==> config.mk <==
export PLATFORM = sky130hd
export DESIGN_NAME = sar_bus_ctrl
export DESIGN_NICKNAME = d
export VERILOG_FILES = /design/src/rtl/sar_pkg.sv /design/src/rtl/sar_start_gate.sv /design/src/rtl/sar_trial_seq.sv /design/src/rtl/sar_lane_mux.sv /design/src/rtl/sar_bus_ctrl.sv
export SDC_FILE = /design/constraint.sdc
export NUM_CORES = 1
export LEC_CHECK = 0
export ABC_AREA = 1
export ABC_CLOCK_PERIOD_IN_PS = 3100
export BUFFER_PORTS_ARGS = -buffer_cell sky130_fd_sc_hd__buf_2
export CAP_MARGIN = 20
export CORE_MARGIN = 10
export CORE_UTILIZATION = 50
export DETAILED_ROUTE_END_ITERATION = 10
export GPL_TIMING_DRIVEN = 0
export PLACE_DENSITY_LB_ADDON = 0.2
export SLEW_MARGIN = 20
export SYNTH_ARGS = -nofsm -noshare
export SYNTH_HDL_FRONTEND = slang
export SYNTH_SLANG_ARGS = --single-unit
==> constraint.sdc <==
create_clock -name clk -period 3.1 [get_ports clk]
set_input_delay 0.155 -clock clk [delete_from_list [all_inputs] [get_ports clk]]
set_output_delay 0.155 -clock clk [all_outputs]
set_load 0.03 [all_outputs]
==> src/rtl/sar_pkg.sv <==
package sar_pkg;

    // What the data lanes carry for the current bus state
    typedef enum logic [1:0] {
        LANE_OFF  = 2'd0,
        LANE_WORD = 2'd1,
        LANE_HIGH = 2'd2
    } lane_mode_e;

    function automatic lane_mode_e decode_lane(input logic cs_n, input logic rd_n,
                                               input logic hben);
        if (cs_n || rd_n) return LANE_OFF;
        if (hben)         return LANE_HIGH;
        return LANE_WORD;
    endfunction

endpackage

==> src/rtl/sar_start_gate.sv <==
module sar_start_gate #(
    parameter int ACQ_CYCLES = 50
) (
    input  logic clk,
    input  logic rst_n,
    input  logic cs_n,
    input  logic rd_n,
    input  logic hben,
    input  logic conv_busy,
    input  logic conv_done,
    output logic start
);
    localparam int AW = $clog2(ACQ_CYCLES + 2);

    typedef struct packed {
        logic          rd_prev;
        logic [AW-1:0] acq;
    } gate_s;

    gate_s s_d, s_q;

    always_comb begin
        s_d         = s_q;
        s_d.rd_prev = rd_n;
        if (conv_done)
            s_d.acq = AW'(ACQ_CYCLES);
        else if (s_q.acq != '0)
            s_d.acq = s_q.acq - 1'b1;
    end

    // Falling strobe, selected, low byte, idle and sample-and-hold settled
    assign start = s_q.rd_prev && !rd_n && !cs_n && !hben
                   && !conv_busy && (s_q.acq == '0);

    always_ff @(posedge clk or negedge rst_n) begin
        if (!rst_n) begin
            s_q.rd_prev <= 1'b1;
            s_q.acq     <= '0;
        end else begin
            s_q <= s_d;
        end
    end

    AST_ACQ_IDLE: assert property (@(posedge clk) disable iff (!rst_n)
        (s_q.acq != '0) |-> !conv_busy);

    AST_DONE_LOADS_WINDOW: assert property (@(posedge clk) disable iff (!rst_n)
        conv_done |=> (s_q.acq != '0) || (ACQ_CYCLES == 0));

endmodule

==> src/rtl/sar_trial_seq.sv <==
module sar_trial_seq #(
    parameter int W = 12
) (
    input  logic         clk,
    input  logic         rst_n,
    input  logic         start,
    input  logic         cmp_in,
    output logic         busy,
    output logic         done,
    output logic [W-1:0] trial,
    output logic [W-1:0] result
);
    localparam logic [W-1:0] TOP_BIT = {1'b1, {(W-1){1'b0}}};

    typedef struct packed {
        logic         busy;
        logic [W-1:0] mask;
        logic [W-1:0] code;
        logic [W-1:0] result;
    } seq_s;

    seq_s         s_d, s_q;
    logic [W-1:0] decided;

    always_comb begin
        s_d     = s_q;
        decided = cmp_in ? s_q.code : (s_q.code & ~s_q.mask);
        if (start) begin
            s_d.busy = 1'b1;
            s_d.mask = TOP_BIT;
            s_d.code = TOP_BIT;
        end else if (s_q.busy) begin
            if (s_q.mask[0]) begin
                s_d.result = decided;
                s_d.code   = '0;
                s_d.mask   = '0;
                s_d.busy   = 1'b0;
            end else begin
                s_d.mask = s_q.mask >> 1;
                s_d.code = decided | (s_q.mask >> 1);
            end
        end
    end

    always_ff @(posedge clk or negedge rst_n) begin
        if (!rst_n) begin
            s_q <= '0;
        end else begin
            s_q <= s_d;
        end
    end

    assign busy   = s_q.busy;
    assign done   = s_q.busy && s_q.mask[0];
    assign trial  = s_q.code;
    assign result = s_q.result;

    AST_MASK_ONEHOT: assert property (@(posedge clk) disable iff (!rst_n)
        busy |-> $onehot(s_q.mask));

    AST_RESULT_HELD: assert property (@(posedge clk) disable iff (!rst_n)
        (busy && !s_q.mask[0]) |=> $stable(result));

    AST_TRIAL_CLEARED: assert property (@(posedge clk) disable iff (!rst_n)
        done |=> (trial == '0) || busy);

endmodule

==> src/rtl/sar_lane_mux.sv <==
module sar_lane_mux #(
    parameter int W      = 12,
    parameter int LANE_W = 8
) (
    input  logic         cs_n,
    input  logic         rd_n,
    input  logic         hben,
    input  logic [W-1:0] result,
    output logic [W-1:0] data_o,
    output logic         data_oe
);
    import sar_pkg::*;

    localparam int HI_W = W - LANE_W;

    lane_mode_e mode;

    always_comb begin
        mode   = decode_lane(cs_n, rd_n, hben);
        data_o = '0;
        case (mode)
            LANE_WORD: data_o = result;
            LANE_HIGH: data_o[HI_W-1:0] = result[W-1:LANE_W];
            default:   data_o = '0;
        endcase
    end

    assign data_oe = (mode != LANE_OFF);

endmodule

==> src/rtl/sar_bus_ctrl.sv <==
module sar_bus_ctrl #(
    parameter int RES_W      = 12,
    parameter int LANE_W     = 8,
    parameter int ACQ_CYCLES = 50
) (
    input  logic             clk,
    input  logic             rst_n,
    input  logic             cs_n,
    input  logic             rd_n,
    input  logic             hben,
    input  logic             cmp_in,
    output logic [RES_W-1:0] trial_code,
    output logic             busy_n,
    output logic [RES_W-1:0] data_o,
    output logic             data_oe
);
    localparam int IW = $clog2(ACQ_CYCLES + 3);

    logic             start;
    logic             conv_busy;
    logic             conv_done;
    logic [RES_W-1:0] result;

    sar_start_gate #(.ACQ_CYCLES(ACQ_CYCLES)) u_gate (
        .clk       (clk),
        .rst_n     (rst_n),
        .cs_n      (cs_n),
        .rd_n      (rd_n),
        .hben      (hben),
        .conv_busy (conv_busy),
        .conv_done (conv_done),
        .start     (start)
    );

    sar_trial_seq #(.W(RES_W)) u_seq (
        .clk    (clk),
        .rst_n  (rst_n),
        .start  (start),
        .cmp_in (cmp_in),
        .busy   (conv_busy),
        .done   (conv_done),
        .trial  (trial_code),
        .result (result)
    );

    sar_lane_mux #(.W(RES_W), .LANE_W(LANE_W)) u_mux (
        .cs_n    (cs_n),
        .rd_n    (rd_n),
        .hben    (hben),
        .result  (result),
        .data_o  (data_o),
        .data_oe (data_oe)
    );

    assign busy_n = !conv_busy;

    // Checker bookkeeping: length of the busy pulse and of the idle gap
    logic [7:0]    low_len_q;
    logic [IW-1:0] idle_len_q;
    logic          seen_done_q;

    always_ff @(posedge clk or negedge rst_n) begin
        if (!rst_n) begin
            low_len_q   <= '0;
            idle_len_q  <= '0;
            seen_done_q <= 1'b0;
        end else begin
            low_len_q   <= busy_n ? 8'd0 : low_len_q + 8'd1;
            if (!busy_n)
                idle_len_q <= '0;
            else if (idle_len_q != IW'(ACQ_CYCLES + 1))
                idle_len_q <= idle_len_q + 1'b1;
            seen_done_q <= seen_done_q | (busy_n && (low_len_q != 8'd0));
        end
    end

    AST_START_QUALIFIED: assert property (@(posedge clk) disable iff (!rst_n)
        $fell(busy_n) |-> $past(!cs_n && !rd_n && !hben));

    AST_MSB_FIRST: assert property (@(posedge clk) disable iff (!rst_n)
        $fell(busy_n) |-> (trial_code == {1'b1, {(RES_W-1){1'b0}}}));

    AST_BUSY_SPAN: assert property (@(posedge clk) disable iff (!rst_n)
        $rose(busy_n) |-> (low_len_q == 8'(RES_W)));

    AST_ACQ_GAP: assert property (@(posedge clk) disable iff (!rst_n)
        ($fell(busy_n) && seen_done_q) |-> (idle_len_q == IW'(ACQ_CYCLES + 1)));

    AST_HIGH_LANES_ZERO: assert property (@(posedge clk) disable iff (!rst_n)
        (!cs_n && !rd_n && hben) |-> (data_o[RES_W-1:RES_W-LANE_W] == '0));

endmodule

==> results.py, run 1 <==
metrics = {
    "setup_path": {
        "worst_ep_required_time_ns": 2.94,
        "arrival_ns": 1.55,
        "cpPeakStageDelay_ns": 0.53,
        "path_cells": "dlygate4sd3_1 > buf_2 > nor2_4 > nand2_1 > nor2_1 > buf_2",
        "crit_path_end_kind": "output port",
        "crit_path_frequent_cell": "buf_2",
        "crit_type": "primary input to output port",
        "worstSetupStartpointType": "primary input",
        "path_max_fanout": 8,
        "cp_slowest_cell": "dlygate4sd3_1",
    },
    "synthesis": {
        "yosys.cell_types.count": 27,
        "yosys.area.top_type_share": 0.470,
        "syn_area_per_cell_sq_um": 8.10,
        "synth_area_sq_mm": 0.00229,
        "synth_top_cell_by_area": "dfrtp_1",
        "ys_seq_elements": 44,
        "synth_warnings": 0,
        "synth_area_leaders": "dfrtp_1 47%, o21ai_0 7.9%, inv_1 7.9%",
        "yosysSeqAreaShare": 0.481,
        "synth_cells": 283,
        "syn-num-nets": 291,
    },
    "timing": {
        "worst_pin_slew_ns": 0.976,
        "setup_tns_ns": 0,
        "relSlewSlack": 0.349,
        "rsz0062_at_grt": "no",
        "skew_ns": 0.00291,
        "finalCritPeriodShare": 0.551,
        "fin_ws_ns": 1.39,
        "max_freq_mhz": 586,
        "final-hold-violation-count": 0,
        "period_minus_slack_ns": 1.71,
        "maxSlewViolCount": 0,
        "setup_viol": 0,
    },
    "detailed_routing": {
        "via_per_inst": 4.87,
        "drc": 0,
        "ant_nets": 0,
        "dr_total_vias": 1827,
        "wl_per_cell_um": 13.1,
        "drt_wl_total_um": 4900,
        "first_pass_iters": 4,
        "drtIter0Drc": 97,
    },
    "clock_tree": {
        "cts.clk_slew.worst_paths_ns": 0.08,
        "cts_sinks": 44,
        "clk_latency_ns": 0.29,
        "cts.htree.levels": 2,
        "cts_tree": "built",
        "ctsResizeCount": 0,
        "cts_buffers": 5,
        "clockBufferDepth": 2,
        "cts_root_buffer": "clkbuf_8",
    },
    "outcome": {
        "outcome": "complete, no violations",
    },
    "global_route": {
        "grt_pass1_vias": 1801,
        "grt_max_degree": 45,
        "antenna_found_initial": 0,
        "grt_overflow_total": 0,
        "grt_pass1_wl_um": 8600,
        "grt_usage": 0.139,
    },
    "power": {
        "seq_power_share": 0.594,
        "leakage_nw": 1.29,
        "ir_drop_mv": 0.267,
        "power.density_mw_per_mm2": 372,
        "clock_power_share": 0.378,
        "netSwitchingPower_uw": 208,
        "power_uw": 971,
        "intPower_uw": 763,
        "combPwrFrac": 0.029,
        "swShare": 0.214,
    },
    "cells_and_area": {
        "drive_gt1_frac": 0.232,
        "diodes": 0,
        "syn_to_final_growth_pct": 14.0,
        "fillers": 410,
        "multi_input_area_sq_um": 846,
        "fin_nets": 330,
        "seq_area_sq_mm": 0.00110,
    },
    "die": {
        "dieArea_sq_mm": 0.00769,
        "start_util": 0.523,
        "num_rows": 24,
        "die_w_um": 87.7,
        "die_height_um": 87.7,
        "coreArea_sq_mm": 0.00438,
        "num_io_pins": 32,
    },
    "placement": {
        "dp_slack_ns": 1.58,
        "post-dp-hpwl_um": 3540,
        "place_congestion": 0.792,
        "portBuffers": 31,
    },
    "job": {
        "maxCapViolCount": 0,
    },
    "worst_hold_path": {
        "hp-class": "primary input to asynchronous set/reset pin",
    },
}
power by group through the flow:
| stage | combinational [mW] | sequential (mW) | clock, mW |
|---|---|---|---|
| floorplan | 0.00943 | 0.587 | 0 |
| global route | 0.0325 | 0.576 | 0.403 |
| CTS | 0.0294 | 0.576 | 0.380 |
| detailed placement | 0.0283 | 0.587 | 0 |
| global placement | 0.0282 | 0.588 | 0 |
| finish | 0.0280 | 0.576 | 0.367 |
sequential cells by signal, summed over array words and instances, names as in the netlist:
| name | count |
|---|---|
| u_gate.s_q | 7 |
| u_seq.busy | 1 |
| u_seq.result | 12 |
| u_seq.s_q | 12 |
| u_seq.trial | 12 |
layout by cell type (no fill, tap or decap):
master	instances
a21boi_0	1
a21oi_1	2
a22oi_1	1
buf_1	1
buf_12	1
buf_2	37
buf_4	12
buf_6	1
clkbuf_1	4
clkbuf_8	6
dfrtp_1	43
dfstp_2	1
dlygate4sd3_1	1
ha_1	2
inv_1	48
nand2_1	41
nand3_1	12
nand4_1	2
nand4_2	1
nand4_4	1
nor2_1	40
nor2_2	12
nor2_4	2
nor2_8	1
nor3_1	2
o211ai_1	1
o21ai_0	36
o22ai_1	10
o31ai_1	1
what timing repair did:
action | CTS | global route
hold buffers | 1 | 0
endpoints found under the hold margin | 1 | 0
setup buffers | 0 | 0
setup endpoints to repair | 0 | 0
cells in the mapped netlist, drive strengths merged:
master / number
nand4: 4
nor3: 2
nand2: 41
buf: 21
dfstp: 1
ha: 2
inv: 48
nor2: 55
nand3: 12
dfrtp: 43
o22ai: 10
clkbuf: 2
a22oi: 1
o21ai: 36
a21boi: 1
a21oi: 2
o31ai: 1
o211ai: 1
per-stage QoR:
step / cell area (sq um) / std cells / hold WS, ns / util
2_1_floorplan: 2290 / 283 / -0.141 / -
3_3_place_gp: 2510 / 366 / 0.292 / 0.573
3_5_place_dp: 2510 / 366 / 0.292 / 0.573
6_report: 2610 / 375 / 0.0149 / 0.596
4_1_cts: 2610 / 375 / 0.0558 / 0.596
5_1_grt: 2610 / 375 / 0.0921 / 0.596
layout make-up:
type | instances | area share
Sequential cell | 44 | 0.422
Multi-Input combinational cell | 168 | 0.324
Inverter | 48 | 0.0690
Timing Repair Buffer | 32 | 0.0632
Buffer | 23 | 0.0623
Clock buffer | 8 | 0.0345
Tap cell | 52 | 0.0249
logic make-up (layout without fill, tap and decap cells):
kind of cell	Yosys count	count (layout)	share of synthesized area
and+or+nand+nor	114	114	0.235
buffers and inverters	71	111	0.150
AOI/OAI and AO/OA	52	52	0.123
adders and majority gates	2	2	0.0109
DFF	44	44	0.481
final timing paths:
kind,start,endpoint,slack [ns],cells past startpoint
max,rd_n,data_o[8],1.39,6
max reg2reg,u_gate.s_q[0],u_seq.s_q[32],1.57,6
min in group clk,cmp_in,u_seq.result[0],0.13,3
min reg2reg,u_seq.result[8],u_seq.result[8],0.49,2
min,rst_n,u_seq.result[5],0.01,1
max in group asynchronous,rst_n,u_seq.s_q[28],2.48,1
metal layers:
layer  wire length [um]  global-route usage  part of all wire
met4                 60              0.0478             0.012
met2               2290               0.218              0.47
met3                308              0.0371             0.063
met1               2240               0.180              0.46
met5                  0                   0                 0
worst max-delay path, delay by kind of cell:
kind / cells / cell delay, ns
simple gates: 3 / 0.52
buf+inv: 3 / 0.88
Note: power is estimated with default switching activity, not from simulation.
==> run 2, diff against run 1 <==
--- a/config.mk
+++ b/config.mk
@@ -6,7 +6,7 @@
 export NUM_CORES = 1
 export LEC_CHECK = 0
 export ABC_AREA = 1
-export ABC_CLOCK_PERIOD_IN_PS = 3100
+export ABC_CLOCK_PERIOD_IN_PS = 1400
 export BUFFER_PORTS_ARGS = -buffer_cell sky130_fd_sc_hd__buf_2
 export CAP_MARGIN = 20
 export CORE_MARGIN = 10
==> constraint.sdc (replaced) <==
create_clock -name clk -period 1.4 [get_ports clk]
set_input_delay 0.07 -clock clk [delete_from_list [all_inputs] [get_ports clk]]
set_output_delay 0.07 -clock clk [all_outputs]
set_load 0.03 [all_outputs]
==> run 2 against run 1 <==
Against the previous run: power is 120% higher; critical endpoint is now u_seq.trial[10]; routed wire length grew 6.7%; non-clock buffer count increased by 9; count of clock-buffer cells in the layout is the same; register-to-register slack got worse by 1.6 ns; clock skew is 0.0021 ns higher; sequential share of layout area decreased by 2.8 points; the run now ends with setup timing left; via count grew 5.0%.
==> results.py, run 2 (same netlist as run 1, synthesis figures left out) <==
metrics = {
    "outcome": {
        "outcome": "complete, but fails checks",
        "failed_checks": "setup timing",
    },
    "die": {
        "die_w_um": 87.7,
        "dieArea_sq_mm": 0.00769,
        "coreArea_sq_mm": 0.00438,
        "die_height_um": 87.7,
        "start_util": 0.523,
        "num_io_pins": 32,
        "num_rows": 24,
    },
    "placement": {
        "dp_slack_ns": -0.121,
        "place_congestion": 0.792,
        "dp_cells": 366,
        "place_area_sq_mm": 0.00251,
        "portBuffers": 31,
        "post-dp-hpwl_um": 3540,
    },
    "detailed_routing": {
        "ant_nets": 0,
        "drc": 0,
        "wl_per_cell_um": 13.6,
        "dr_total_vias": 1918,
        "first_pass_iters": 4,
        "drtIter0Drc": 106,
        "drt_wl_total_um": 5230,
        "via_per_inst": 4.99,
    },
    "cells_and_area": {
        "fin_nets": 339,
        "diodes": 0,
        "drive_gt1_frac": 0.292,
        "fillers": 387,
        "final_cell_mix": "45 x inv_1, 42 x dfrtp_1, 40 x nand2_1, 36 x o21ai_0",
        "final_area_sq_mm": 0.00280,
        "post-route-util": 0.638,
        "final_common_cell": "inv_1",
        "stdcell_count": 384,
        "syn_to_final_growth_pct": 22.1,
    },
    "power": {
        "power.density_mw_per_mm2": 772,
        "leakage_nw": 1.35,
        "ir_drop_mv": 0.523,
        "power_mw": 2.16,
    },
    "worst_hold_path": {
        "hold_depth": 3,
        "hp-class": "primary input to flop",
        "hp-start": "cmp_in",
        "hold-path-endpoint": "u_seq.result[0]",
    },
    "global_route": {
        "grt_usage": 0.139,
        "grt_pass1_vias": 1817,
        "grt_pass1_wl_um": 8630,
        "antenna_found_initial": 0,
        "grt_max_degree": 45,
        "grt_overflow_total": 0,
    },
    "timing": {
        "final-hold-violation-count": 0,
        "maxSlewViolCount": 0,
        "max_freq_mhz": 712,
        "period_minus_slack_ns": 1.40,
        "worst_pin_slew_ns": 0.986,
        "setup_viol": 4,
        "finalCritPeriodShare": 1.00,
        "fin_ws_ns": -0.00371,
        "relSlewSlack": 0.343,
        "skew_ns": 0.00505,
        "rsz0062_at_grt": "yes",
    },
    "setup_path": {
        "path_max_fanout": 7,
        "timing.rr.start": "u_gate.s_q[0]",
        "worstSetupStartpointType": "flop",
        "reg2reg_slack_ns": -0.004,
        "crit_type": "flop to flop",
        "crit_path_end_kind": "flop",
        "rr_worst_depth": 6,
        "arrival_ns": 1.60,
        "worst_ep_required_time_ns": 1.59,
        "reg2reg_to": "u_seq.trial[10]",
    },
    "job": {
        "maxCapViolCount": 0,
    },
    "clock_tree": {
        "cts.htree.levels": 2,
        "cts_root_buffer": "clkbuf_8",
        "clk_latency_ns": 0.29,
        "cts_sinks": 44,
        "cts_buffers": 5,
        "clockBufferDepth": 2,
        "cts_tree": "built",
        "cts.clk_slew.worst_paths_ns": 0.08,
    },
}
==> run 2: cell types whose count changed in the layout (fill, tap and decap cells not counted), moves of 2 or more <==
cell | before | now
buf_2 | 37 | 32
buf_4 | 12 | 19
clkbuf_16 | 0 | 2
clkbuf_4 | 0 | 4
inv_1 | 48 | 45
inv_2 | 0 | 2
nor2_1 | 40 | 32
nor2_2 | 12 | 15
nor2_4 | 2 | 7
==> run 2: worst max-delay path by stage <==
stage	cells past startpoint	to	slack, ns	start
4_1_cts	6	u_seq.trial[2]	0.009	u_gate.s_q[0]
3_3_place_gp	6	u_seq.s_q[34]	-0.10	u_gate.s_q[0]
3_5_place_dp	6	u_seq.s_q[32]	-0.12	u_gate.s_q[0]
5_1_grt	6	u_seq.trial[4]	-0.06	u_gate.s_q[0]
2_1_floorplan	6	u_seq.s_q[27]	0.04	u_gate.s_q[0]
6_report	6	u_seq.trial[10]	-0.004	u_gate.s_q[0]
==> run 2: final cells by class <==
type	count	area [sq um]	share of cell area
Sequential cell	44	1100	0.395
Multi-Input combinational cell	168	906	0.324
Timing Repair Buffer	41	273	0.0975
Inverter	48	183	0.0653
Buffer	23	176	0.0631
Clock buffer	8	90.1	0.0322
Tap cell	52	65.1	0.0233
==> run 2: repair_timing <==
item | in CTS | in global routing
setup endpoints to repair | 24 | 23
buffers inserted | 1 | 5
cloned | 0 | 2
endpoints found under the hold margin | 44 | 0
gates resized for setup | 5 | 22
hold buffers | 2 | 0
pin swaps | 2 | 6
==> run 2: per-layer routing <==
metal	GRT usage	routed length, um
met5	0	0
met3	0.0381	317
met2	0.218	2440
met1	0.180	2380
met4	0.0478	87
==> run 2: per-stage QoR <==
step           setup TNS (ns)  hold WS (ns)
2_1_floorplan               0        -0.226
3_3_place_gp            -1.93         0.207
3_5_place_dp            -2.05         0.207
4_1_cts                     0        0.0390
5_1_grt                 -1.01        0.0401
6_report             -0.00957        0.0371
==> run 2: report_power, final <==
group	internal, mW	switching [mW]
Sequential	1.27	0.00195
Clock	0.403	0.417
Combinational	0.0148	0.0496
==> run 2: worst max-delay path, stage by stage, from the launching register on <==
cell	delay [ns]
dfrtp_1	0.40
inv_2	0.13
ha_4	0.16
nand4_4	0.14
nor2_8	0.25
clkbuf_16	0.19
nor2_2	0.04
